==> src/rtl/clkdiv_pkg.sv <==
package clkdiv_pkg;
    parameter int ADDR_W  = 16;
    parameter int DATA_W  = 8;
    parameter int SEL_W   = 3;
    parameter int WIN_W   = 11;
    parameter logic [WIN_W-1:0] REG_OFS = 11'h0E0;
    localparam int CNT_W  = (1 << SEL_W);

    typedef logic [SEL_W-1:0] sel_t;
    typedef logic [CNT_W-1:0] cnt_t;

    typedef struct packed {
        logic hit;
        logic wr;
    } access_t;

    // last count of a divided period: period is 2^(sel+1) cycles
    function automatic cnt_t last_count(sel_t s);
        int unsigned p;
        p = 2 << s;
        return cnt_t'(p - 1);
    endfunction
endpackage

==> src/rtl/clkdiv_regif.sv <==
module clkdiv_regif
    import clkdiv_pkg::*;
(
    input  logic                    clk,
    input  logic                    rst,
    input  logic [ADDR_W-WIN_W-1:0] base_hi,
    input  logic [ADDR_W-1:0]       addr,
    input  logic                    wr_en,
    input  logic [DATA_W-1:0]       wdata,
    output logic [DATA_W-1:0]       rdata,
    output sel_t                    prog_sel
);
    access_t acc;

    always_comb begin
        acc.hit = (addr[ADDR_W-1:WIN_W] == base_hi) && (addr[WIN_W-1:0] == REG_OFS);
        acc.wr  = acc.hit && wr_en;
    end

    always_ff @(posedge clk) begin
        if (rst)
            prog_sel <= '0;
        else if (acc.wr)
            prog_sel <= wdata[SEL_W-1:0];
    end

    assign rdata = acc.hit ? DATA_W'(prog_sel) : '0;

    // a write to a non-matching address leaves the register alone
    a_r4_miss_no_write: assert property (@(posedge clk) disable iff (rst)
        (wr_en && !acc.hit) |=> $stable(prog_sel));

    // reset clears the programmed exponent
    a_r1_reset_clear: assert property (@(posedge clk)
        rst |=> (prog_sel == '0));
endmodule

==> src/rtl/clkdiv_counter.sv <==
module clkdiv_counter
    import clkdiv_pkg::*;
(
    input  logic clk,
    input  logic rst,
    input  sel_t prog_sel,
    output logic bus_tick
);
    cnt_t cnt;
    sel_t act_sel;

    assign bus_tick = (cnt == last_count(act_sel));

    always_ff @(posedge clk) begin
        if (rst) begin
            cnt     <= '0;
            act_sel <= '0;
        end else if (bus_tick) begin
            cnt     <= '0;
            act_sel <= prog_sel;
        end else begin
            cnt     <= cnt + 1'b1;
        end
    end

    // strobe is one cycle wide
    a_r7_single_pulse: assert property (@(posedge clk) disable iff (rst)
        bus_tick |=> !bus_tick);

    // active exponent changes only at a period boundary
    a_r5_hold_midperiod: assert property (@(posedge clk) disable iff (rst)
        !bus_tick |=> $stable(act_sel));

    // bypassed and nothing pending, next strobe two cycles later
    a_r1_bypass_rate: assert property (@(posedge clk) disable iff (rst)
        (bus_tick && act_sel == '0 && prog_sel == '0) |=> ##1 bus_tick);
endmodule

==> src/rtl/clkdiv_top.sv <==
module clkdiv_top
    import clkdiv_pkg::*;
(
    input  logic                    clk,
    input  logic                    rst,
    input  logic [ADDR_W-WIN_W-1:0] base_hi,
    input  logic [ADDR_W-1:0]       addr,
    input  logic                    wr_en,
    input  logic [DATA_W-1:0]       wdata,
    output logic [DATA_W-1:0]       rdata,
    output logic                    bus_tick
);
    sel_t prog_sel;

    clkdiv_regif u_regif (
        .clk      (clk),
        .rst      (rst),
        .base_hi  (base_hi),
        .addr     (addr),
        .wr_en    (wr_en),
        .wdata    (wdata),
        .rdata    (rdata),
        .prog_sel (prog_sel)
    );

    clkdiv_counter u_cnt (
        .clk      (clk),
        .rst      (rst),
        .prog_sel (prog_sel),
        .bus_tick (bus_tick)
    );

    // unimplemented bits never read as one
    a_r3_upper_zero: assert property (@(posedge clk) disable iff (rst)
        rdata[DATA_W-1:SEL_W] == '0);
endmodule

==> config.mk <==
export PLATFORM = sky130hd
export DESIGN_NAME = clkdiv_top
export DESIGN_NICKNAME = d
export VERILOG_FILES = /design/src/rtl/clkdiv_pkg.sv /design/src/rtl/clkdiv_regif.sv /design/src/rtl/clkdiv_counter.sv /design/src/rtl/clkdiv_top.sv
export SDC_FILE = /design/constraint.sdc
export NUM_CORES = 1
export LEC_CHECK = 0
export BUFFER_PORTS_ARGS = -buffer_cell sky130_fd_sc_hd__buf_2
export CAP_MARGIN = 20
export CORE_MARGIN = 3
export CORE_UTILIZATION = 44
export CTS_BUF_LIST = sky130_fd_sc_hd__clkbuf_4
export CTS_CLUSTER_SIZE = 12
export DETAILED_ROUTE_END_ITERATION = 7
export HOLD_SLACK_MARGIN = 0.08
export PLACE_DENSITY = 0.78
export SLEW_MARGIN = 20
export SYNTH_ARGS = -nofsm -noshare
export SYNTH_HDL_FRONTEND = slang
export SYNTH_SLANG_ARGS = --single-unit
==> constraint.sdc <==
create_clock -name clk -period 3.1 [get_ports clk]
set_clock_uncertainty 0.1 [all_clocks]
set_input_delay 0.93 -clock clk [delete_from_list [all_inputs] [get_ports clk]]
set_output_delay 0.93 -clock clk [all_outputs]
set_load 0.1 [all_outputs]
* After elaboration in Yosys (flattened, before gate mapping)
Index checks and enable logic that the tools add are counted.
** Word-level totals
- Register bits after elaboration :: 14
- Latch bits :: 0
- Memory bits (writable) :: 0
- ROM bits :: 0
- Input port bits :: 32
- Output and inout bits :: 9
- Memories :: 0
** Cells by class
- Add/sub/neg operators :: 2
- $mul :: 0
- Divide/modulo/power cells :: 0
- Order comparisons :: 0
- Equality and inequality tests :: 3
- Shifts and indexed selects :: 1
- Multiplexer cells :: 1
- Bitwise operators :: 0
- Reductions and logical operators :: 3
** Operators with widths (count)
- $eq 11x8->1 const B :: 1
- $add 8x1->8 const B :: 1
- $eq 8x8->1 :: 1
- $shl 2x3->8 const A :: 1
- $sub 8x1->8 const B :: 1
- $eq 5x5->1 :: 1
- $mux 3 :: 1
- $logic_and 1x1->1 :: 2
- $reduce_or 2->1 :: 1

* Logic depth before layout (Yosys ltp)
- Depth after elaboration :: 4
- Gate-level depth with buffers :: 11
- Depth with buffers taken out :: 8

* Modules after synthesis
A second synthesis with hierarchy kept.
** Second synthesis, totals
- Cells, all modules :: 115
- Area, all modules :: 1026.0 µm²
** By module, submodules not included
- clkdiv_counter :: times used 1, cells an instance 81, area an instance 728.2 µm², sequential area each 220.2 µm²
- clkdiv_regif :: times used 1, cells an instance 34, area an instance 297.8 µm², sequential area each 60.1 µm²

* Worst setup path before layout
OpenSTA, ideal clock, no wires.
- Path kind :: input-to-output
- Start point :: in addr[1]
- End point :: out rdata[0]
- Data arrival time :: 2791 ps
- Path slack :: -721 ps
- Cell stages on the path :: 4
- Cell sequence :: or3_1 -> or2_2 -> nor4_2 -> and2_1
** On the way
- Cells in the longest elaborated chain, start to end :: 3
** RTL lines
- start, declared :: line clkdiv_top.sv:7 : input logic [ADDR_W-1:0] addr,
- $eq 11x8->1 :: line clkdiv_regif.sv:16 : acc.hit = (addr[ADDR_W-1:WIN_W] == base_hi) && (addr[WIN_W-1:0] == REG_OFS);
- $logic_and 1x1->1 :: line clkdiv_regif.sv:16
- $mux 3 :: line clkdiv_regif.sv:27 : assign rdata = acc.hit ? DATA_W'(prog_sel) : '0;
- end, declared :: line clkdiv_top.sv:10 : output logic [DATA_W-1:0] rdata,
No other way between the ends.

* Worst setup path in the final report
- Start point :: reg u_cnt.act_sel[2]
- End point :: out bus_tick
** On the way
- Cells in the longest elaborated chain, start to end :: 3
** RTL lines
- start, declared :: line clkdiv_counter.sv:10 : sel_t act_sel;
- start signal, assigned :: line clkdiv_counter.sv:20 : act_sel <= prog_sel;
- $shl 2x3->8 :: line clkdiv_pkg.sv:20 : p = 2 << s;
- $sub 8x1->8 :: line clkdiv_pkg.sv:21 : return cnt_t'(p - 1);
- $eq 8x8->1 :: line clkdiv_counter.sv:12 : assign bus_tick = (cnt == last_count(act_sel));
- end, declared :: line clkdiv_top.sv:11 : output logic bus_tick
No other way between the ends.

==> impl_metrics.ini <==
[cells_and_area]
multi_input_comb_area_um2 = 693
share_of_final_layout_standard_cells_stronger_than_drive_strength_1 = 0.364
sequential_cell_area_um2 = 283
final-instance-count-excl-fill = 181
number_of_diodes_added_for_antenna_fixing = 0
synthToLayoutAreaGrowth_pct = 32.3
fillers = 166
final_nets = 189

[timing]
postLayoutSetupSlackWorst_ps = -248
rsz_0062_raised_after_global_routing = true
timing.final.crit_share = 1.08
finalMaxSlewViolations = 0
min_period_ps = 3350
timing.fmax_mhz = 299
timing_hold_violations_final = 0
whs_ps = 390
setup_violations = 4

[floorplanning]
floorplan.die_area_um2 = 2890
die-width_um = 53.7
rows = 16
initial_utilization = 0.486
fp.coreArea_um2 = 2060
die_y_um = 53.7
num_io_pins = 41

[logic_synthesis]
synth_common_cells = 14 x sky130_fd_sc_hd__dfxtp_1, 10 x sky130_fd_sc_hd__nand3_1, 8 x sky130_fd_sc_hd__nand2_1, 8 x sky130_fd_sc_hd__xor2_1
synthCells = 120
synth.most_common_cell = sky130_fd_sc_hd__dfxtp_1
synth.yosys.warnings = 0
async_flop_share = 0
yosysTopAreaCellShare = 0.280
synthesized_area_per_cell_um2 = 8.35
yosys.cell_types.count = 38
ys.flop_type = sky130_fd_sc_hd__dfxtp_1
synth.largest_area_cell = sky130_fd_sc_hd__dfxtp_1
post_syn_area_um2 = 1000
synth_edf_count = 0
post_synthesis_sequential_element_count = 14
synth.yosys.seq_area_share = 0.280
synth_top_area_cells = sky130_fd_sc_hd__dfxtp_1 28%, sky130_fd_sc_hd__xor2_1 7.0%, sky130_fd_sc_hd__xnor2_1 6.1%

[grt]
global_route.usage.total = 0.170
grt_start_max_net_pins = 18
grt_first_pass_wirelength_um = 3620
grt_remaining_overflow = 0
antenna_found_initial = 0
grt_pass1_vias = 859

[power]
switching_power_w = 0.000145
power.sequential.fraction = 0.455
power.share.switching = 0.341
power.clock.fraction = 0.241
cell_internal_pwr_w = 0.000280
vdd_ir_drop_max_mv = 0.381
power_per_cell_area_nw_per_um2 = 321
p_comb_frac = 0.303
power_leakage_nw = 0.536

[route]
met2RoutedLength_um = 1120
drt.antenna.violating_nets = 0
dr.pass1.iters = 4
top_layer_used = met4
dr_wl_met3_um = 106
route.layer.met1.wl_um = 971
routed_wl_per_cell_um = 12.2
vias = 975
detail_route.wirelength_um = 2210
drcViolationCount = 0
vias_per_cell = 5.39
detail_route.iter0.violations = 18

[worst_setup_path]
critical-path-slowest-cell = sky130_fd_sc_hd__or4_4
timing.critical_path.fanout_max = 7
crit_path_max_incr_delay_ps = 420
crit_arrival_ps = 2320
crit_path_end_kind = output port
cp_cell_sequence = or3_4, ha_4, or4_4, o211ai_2, a32oi_1, a211oi_2, buf_4, buf_12
path_class = flop to output port
timing.critical_path.from_type = flop
required_ps = 2070

[place]
numPortBuffers = 30
preCtsSetupSlack_ps = -250
detailedPlacementHpwl_um = 1650
post-place-cells = 175
gp_congestion = 0.844

[run]
maximum_capacitance_violations = 0

[clock_tree]
clock_pin_slew_worst_setup_and_hold_paths_ps = 80
clock_tree_from_tritoncts = built
total_cts_buffers = 3
clk-insertion-delay-late_ps = 280
clk_path_buf_depth = 2
cts-root-buf = sky130_fd_sc_hd__clkbuf_4
cts_htree_levels = 1
numClockSinks = 14

[outcome]
result_of_the_run = finished with violations
failed_checks = setup timing

[worst_hold_path]
hold_path_class = flop to flop
## cells in the final DEF, fill, tap and decap left out, types with 3 or more instances in the layout
cell type                  synthesis  layout
sky130_fd_sc_hd__buf_2             2      24
sky130_fd_sc_hd__dfxtp_1          14      12
sky130_fd_sc_hd__nand3_1          10      10
sky130_fd_sc_hd__nand2_1           8       8
sky130_fd_sc_hd__xor2_1            8       8
sky130_fd_sc_hd__buf_4             6       8
sky130_fd_sc_hd__nor3_1            7       7
sky130_fd_sc_hd__xnor2_1           7       6
sky130_fd_sc_hd__nand2b_1          6       6
sky130_fd_sc_hd__nor2_1            5       5
sky130_fd_sc_hd__a21oi_1           5       5
sky130_fd_sc_hd__conb_1            1       5
sky130_fd_sc_hd__buf_12            0       4
sky130_fd_sc_hd__and2_4            0       3
sky130_fd_sc_hd__mux2i_1           3       3
sky130_fd_sc_hd__clkbuf_4          0       3
## metal layers
metal,global-route usage,up-vias
met2,0.280,33
met3,0.0360,2
li1,-,486
met4,0.0596,0
met5,0,-
met1,0.216,454
## flip-flops by register name (all words and copies together) (netlist names)
signal            count
u_cnt.act_sel         3
u_cnt.cnt             8
u_regif.prog_sel      3
## stage by stage
| step | area, um^2 | TNS [ps] | total power, W | utilization |
|---|---|---|---|---|
| finish | 1330 | -906 | 0.000425 | 0.643 |
| global placement | 1250 | -700 | 0.000317 | 0.607 |
| detailed placement | 1250 | -742 | 0.000320 | 0.607 |
| floorplan | 1060 | -693 | 0.000288 | - |
| global route | 1330 | -1190 | 0.000450 | 0.643 |
| CTS | 1320 | -900 | 0.000427 | 0.641 |
## kinds of logic (layout without fill, tap and decap cells)
kind of cell | count (synthesis) | count (layout) | synth area share
compound gates | 13 | 13 | 0.0936
xor+xnor | 15 | 15 | 0.131
fa+ha+maj | 2 | 2 | 0.0250
buf+inv | 14 | 44 | 0.0924
flops | 14 | 14 | 0.280
mux | 3 | 3 | 0.0300
other cells | 1 | 5 | 0.00374
simple gates | 58 | 58 | 0.345
## final timing paths
check                      startpoint             endpoint  slack [ps]  depth (start not counted)
setup / recovery     u_cnt.act_sel[2]             bus_tick        -250                          8
hold / removal    u_regif.prog_sel[0]  u_regif.prog_sel[0]         390                          2
setup reg to reg     u_cnt.act_sel[2]     u_cnt.act_sel[1]         670                          9
hold reg to reg   u_regif.prog_sel[0]  u_regif.prog_sel[0]         390                          2
## timing repair
action / in CTS / in global routing
buffers inserted: 2 / 0
pin swaps: 2 / 1
hold buffers: 0 / 0
resized for setup: 5 / 1
cloned: 0 / 0
setup endpoints to repair: 4 / 4
## worst max-delay path, delay by kind of cell, from the launching register on
kind / cells / cell delay, ps
AND/OR/NAND/NOR: 2 / 790
AO/OA/AOI/OAI: 3 / 380
flip-flops: 1 / 340
buffers and inverters: 2 / 330
adder cells (fa/ha/maj): 1 / 190
## area by class of cell
| class | instances | area share |
|---|---|---|
| clock buffer | 3 | 0.0170 |
| clock inverter | 1 | 0.00283 |
| inverter | 2 | 0.00566 |
| multi-input combinational | 96 | 0.523 |
| sequential | 14 | 0.213 |
| tap | 27 | 0.0255 |
| timing repair buffer | 38 | 0.213 |
## power groups by stage
stage / Clock, W / Combinational [W] / Sequential, W
after floorplan: 0 / 0.0000933 / 0.000195
final: 0.000103 / 0.000129 / 0.000194
after CTS: 0.000106 / 0.000128 / 0.000194
after global routing: 0.000116 / 0.000139 / 0.000195
after global placement: 0 / 0.000120 / 0.000197
after detailed placement: 0 / 0.000122 / 0.000198
(Power assumes the default switching activity.)
